$ cat config.mk
export PLATFORM = sky130hd
export DESIGN_NAME = irqagg_top
export DESIGN_NICKNAME = d
export VERILOG_FILES = /design/src/rtl/irqagg_pkg.sv /design/src/rtl/irqagg_sec.sv /design/src/rtl/irqagg_pri.sv /design/src/rtl/irqagg_top.sv
export SDC_FILE = /design/constraint.sdc
export NUM_CORES = 1
export LEC_CHECK = 0
export CORE_UTILIZATION = 45
export CTS_CLUSTER_SIZE = 25
export DETAILED_ROUTE_END_ITERATION = 10
export PLACE_DENSITY = 0.74
export SYNTH_ARGS = -nofsm -noshare
export SYNTH_HDL_FRONTEND = slang
export SYNTH_SLANG_ARGS = --single-unit
$ cat constraint.sdc
create_clock -name clk -period 1.9 [get_ports clk]
set_clock_uncertainty 0.15 [all_clocks]
set_input_delay 0.38 -clock clk [delete_from_list [all_inputs] [get_ports clk]]
set_output_delay 0.38 -clock clk [all_outputs]
set_load 0.05 [all_outputs]
$ cat src/rtl/irqagg_pkg.sv
package irqagg_pkg;
  localparam int SEL_W = 2;
  typedef enum logic [SEL_W-1:0] {
    SEL_FLAG = 2'd0,
    SEL_ENAB = 2'd1,
    SEL_CTRL = 2'd2,
    SEL_NONE = 2'd3
  } reg_sel_e;
endpackage

$ cat src/rtl/irqagg_sec.sv
module irqagg_sec #(
  parameter int SEC_W = 7
) (
  input  logic             clk,
  input  logic             rst,
  input  logic [SEC_W-1:0] src_lines,
  input  logic             flag_wr,
  input  logic             enab_wr,
  input  logic [SEC_W:0]   wdata,
  output logic [SEC_W-1:0] flags,
  output logic [SEC_W-1:0] enables,
  output logic             summary
);
  logic [SEC_W-1:0] src_q;
  logic [SEC_W-1:0] src_chg;
  logic [SEC_W-1:0] flags_nx;
  logic [SEC_W-1:0] wmask;

  assign wmask   = wdata[SEC_W-1:0];
  assign src_chg = src_lines ^ src_q;

  // a source change overrides a software clear in the same cycle
  always_comb begin
    flags_nx = flags;
    if (flag_wr) flags_nx = flags_nx & ~wmask;
    flags_nx = (flags_nx & ~src_chg) | (src_lines & src_chg);
  end

  always_ff @(posedge clk) begin
    if (rst) begin
      src_q   <= '0;
      flags   <= '0;
      enables <= '0;
    end else begin
      src_q <= src_lines;
      flags <= flags_nx;
      if (enab_wr) begin
        if (wdata[SEC_W]) enables <= enables | wmask;
        else              enables <= enables & ~wmask;
      end
    end
  end

  assign summary = |(flags & enables);
endmodule

$ cat src/rtl/irqagg_pri.sv
module irqagg_pri #(
  parameter int PRI_W = 6
) (
  input  logic             clk,
  input  logic             rst,
  input  logic [PRI_W-1:0] lines,
  input  logic             ctrl_wr,
  input  logic [PRI_W+1:0] wdata,
  output logic [PRI_W-1:0] field,
  output logic             mode,
  output logic             latch,
  output logic             evt
);
  localparam int CLR_BIT  = PRI_W + 1;
  localparam int MODE_BIT = PRI_W;

  logic [PRI_W-1:0] lines_q;

  assign evt = (lines != lines_q);

  always_ff @(posedge clk) begin
    if (rst) begin
      lines_q <= '0;
      field   <= '0;
      mode    <= 1'b0;
      latch   <= 1'b0;
    end else begin
      lines_q <= lines;
      if (ctrl_wr && wdata[MODE_BIT]) mode <= 1'b1;
      if (mode && evt) begin
        field <= lines;
        latch <= 1'b1;
      end else if (ctrl_wr && wdata[CLR_BIT] && latch) begin
        latch <= 1'b0;
      end
    end
  end
endmodule

$ cat src/rtl/irqagg_top.sv
module irqagg_top #(
  parameter int DATA_W   = 8,
  parameter int SEC_SLOT = 1
) (
  input  logic              clk,
  input  logic              rst,
  input  logic [DATA_W-2:0] sec_lines,
  input  logic [DATA_W-4:0] dev_lines,
  input  logic [1:0]        reg_sel,
  input  logic              reg_wr,
  input  logic [DATA_W-1:0] wdata,
  output logic [DATA_W-1:0] rdata,
  output logic              cpu_irq
);
  import irqagg_pkg::*;

  localparam int SEC_W = DATA_W - 1;
  localparam int PRI_W = DATA_W - 2;

  reg_sel_e         sel;
  logic [SEC_W-1:0] sec_flags;
  logic [SEC_W-1:0] sec_en;
  logic             sec_sum;
  logic [PRI_W-1:0] pri_vec;
  logic [PRI_W-1:0] pri_field;
  logic             pri_mode;
  logic             pri_latch;
  logic             pri_evt;

  assign sel = reg_sel_e'(reg_sel);

  irqagg_sec #(.SEC_W(SEC_W)) u_sec (
    .clk       (clk),
    .rst       (rst),
    .src_lines (sec_lines),
    .flag_wr   (reg_wr && sel == SEL_FLAG),
    .enab_wr   (reg_wr && sel == SEL_ENAB),
    .wdata     (wdata),
    .flags     (sec_flags),
    .enables   (sec_en),
    .summary   (sec_sum)
  );

  // place the secondary summary at SEC_SLOT, direct lines around it
  for (genvar i = 0; i < PRI_W; i++) begin : g_vec
    if (i < SEC_SLOT) begin : g_lo
      assign pri_vec[i] = dev_lines[i];
    end else if (i == SEC_SLOT) begin : g_sum
      assign pri_vec[i] = sec_sum;
    end else begin : g_hi
      assign pri_vec[i] = dev_lines[i-1];
    end
  end

  irqagg_pri #(.PRI_W(PRI_W)) u_pri (
    .clk     (clk),
    .rst     (rst),
    .lines   (pri_vec),
    .ctrl_wr (reg_wr && sel == SEL_CTRL),
    .wdata   (wdata),
    .field   (pri_field),
    .mode    (pri_mode),
    .latch   (pri_latch),
    .evt     (pri_evt)
  );

  always_ff @(posedge clk) begin
    if (rst) begin
      rdata <= '0;
    end else begin
      case (sel)
        SEL_FLAG: rdata <= {sec_sum, sec_flags};
        SEL_ENAB: rdata <= {1'b0, sec_en};
        SEL_CTRL: rdata <= {pri_latch, pri_mode, pri_field};
        default:  rdata <= '0;
      endcase
    end
  end

  assign cpu_irq = pri_latch;
endmodule

==> run_results.csv <==
group,metric,value,unit
sta,finalMaxSlewViolations,0,
routing,wl_per_cell,12.0,um
synth,synth_area,0.00172,sq mm
cells_and_area,fin_cells,295,
outcome,violations,"negative setup slack",
synth,synthCells,197,
critical_path,cp-end-kind,"register",
die,dieArea,0.00408,sq mm
synth,synth_edf_count,0,
clock_network,cts_hold_buf,0,
die,ios,34,
cells_and_area,nets,273,
sta,timing.final.ws_setup,-0.0477,ns
place,place_hpwl,2560,um
place,gp_congestion,0.794,
routing,ant_nets,0,
power_and_ir_drop,p_leak,0.000958,uW
synth,synth.most_common_cell,"dfxtp_1",
synth,synthFlopType,"dfxtp_1",
min_path,min_path_type,"register to register",
critical_path,critPathArrivalTime,1.98,ns
clock_network,cts_buffer_depth,2,
die,die_x,63.9,um
global_routing,grt_max_degree,25,
global_routing,grt_pass1_vias,1323,
synth,ys_async_sr_fraction,0,%
power_and_ir_drop,ir_drop,485,uV
clock_network,cts_inserted_buffers,5,
sta,period_share,103,%
critical_path,startpoint_type,"register",
cells_and_area,area_delta_synth_final,35.9,%
synth,synth_area_leaders,"dfxtp_1 (50%), a21oi_1 (8.4%), nor2b_1 (6.9%)",
clock_network,clock_latency,0.29,ns
critical_path,path_max_fanout,6,
global_routing,overflow,0,
cells_and_area,antenna_cells,0,
synth,synth.top_cell.area_share,50.0,%
routing,drt_iter0_markers,115,
critical_path,required,1.93,ns
clock_network,htree_levels,2,
synth,synth.largest_area_cell,"dfxtp_1",
routing,drc,0,
place,placed_area,0.00220,sq mm
place,placed_cells,285,
sta,tns,-0.190,ns
sta,hold_viol_final,0,
synth,synth_seq_cells,43,
die,die_h,63.9,um
global_routing,grt_use_total,20.0,%
critical_path,path_class,"register to register",
synth,synthTopCellsByCount,"dfxtp_1 (43), a21oi_1 (29), nor2_1 (22), nor2b_1 (19), nand2_1 (16)",
routing,wirelength,3540,um
outcome,status,"finished, violations left",
die,coreArea,0.00366,sq mm
synth,yosysWarnings,0,
die,rows,22,
sta,max_freq,513,MHz
sta,rsz0062_at_grt,"yes",
power_and_ir_drop,p_per_area,737,mW/mm^2
sta,holdWs,0.333,ns
synth,postSynthAreaPerCell,8.75,sq um
sta,period_minus_slack,1.95,ns
place,portBuffers,33,
flow_run,cap_violations,0,
sta,max_slew_margin,77.9,%
clock_network,clk_pin_slew,0.07,ns
clock_network,cts-root-buf,"clkbuf_8",
die,start_util,47.1,%
sta,final-setup-viol-count,5,
sta,tightest_slew,0.331,ns
clock_network,cts_tree,"yes",
synth,ys_types,26,
synth,yosysSeqAreaShare,50.0,%
cells_and_area,final_area,0.00234,sq mm
clock_network,cts.sinks,43,
global_routing,antenna_found_initial,0,
routing,vias,1472,
cells_and_area,drive_gt1_share,17.4,%
routing,viasPerCell,4.99,
synth,syn_nets,222,
global_routing,grt_pass1_wl,6200,um
routing,firstDrtPassIters,4,
## layout by cell type, fill, tap and decap left out, drive strengths merged, types with 2 or more instances in the layout
| cell type | n |
|---|---|
| mux2i | 8 |
| o21ai | 9 |
| nand2 | 16 |
| clkbuf | 6 |
| nand3 | 9 |
| nand2b | 2 |
| mux2 | 6 |
| inv | 8 |
| clkdlybuf4s50 | 23 |
| nor2 | 22 |
| xor2 | 4 |
| nor2b | 19 |
| a21oi | 29 |
| nor3 | 2 |
| xnor2 | 2 |
| a22oi | 2 |
| dfxtp | 43 |
| buf | 29 |
| a31oi | 2 |
## critical path, stage by stage (launching register included)
cell and delay (ns):
dfxtp_2 0.32, a222oi_1 0.33, buf_4 0.19, nand3_4 0.09, xor2_2 0.18, o21ai_4 0.24
mux2_1 0.34
## logic make-up (layout without fill, tap and decap cells)
logic type             Yosys count  count (layout)  share of synthesized area, %
AND/OR/NAND/NOR                 73              73                          20.3
AO/OA/AOI/OAI                   44              44                          14.4
flip-flops                      43              43                          50.0
buffers and inverters           17              67                          3.78
multiplexers                    14              14                          8.57
XOR/XNOR                         6               6                          3.05
## through the flow
stage               utilization, %  power, uW  setup slack (ns)
floorplan                        -       1100            0.0384
global placement              60.1       1210            -0.321
detailed placement            60.1       1220            -0.382
CTS                           63.5       1740           -0.0317
global route                  63.9       1810            -0.138
finish                        63.9       1720           -0.0477
## report_power, final
part / switching (uW) / internal [uW] / total (uW)
sequential: 20.4 / 939 / 960
clock: 272 / 245 / 516
combinational: 120 / 129 / 249
total: 412 / 1310 / 1720
## final timing paths
path / start / end / slack, ns / cells after the start
max: register / u_pri.field[5] / -0.05 / 6
min: register / register / 0.33 / 2
max reg2reg: register / u_pri.field[5] / -0.05 / 6
min reg2reg: register / register / 0.33 / 2
## final cells by class
type	instances	area (sq um)
repair buffers	53	482
well taps	48	60.1
flip-flops and latches	43	862
fillers	318	1320
inverters	8	30.0
clock buffers	6	72.6
multi-input cells	137	835
## layer usage
layer,up-vias,part of all wire [%],global-route usage (%)
met3,6,4.7,6.25
met4,0,1.9,8.52
met1,674,48,26.4
met5,-,0,0
met2,31,45,29.8
li1,761,-,-
## what timing repair did
action                                  4_1_cts  5_1_grt
cloned                                        0        0
endpoints found under the setup margin        6        5
pin swaps                                     4        0
setup buffers                                 2        2
hold endpoints to repair                      0        0
resized for setup                             9        0
Power figures use the tool's default switching activity.
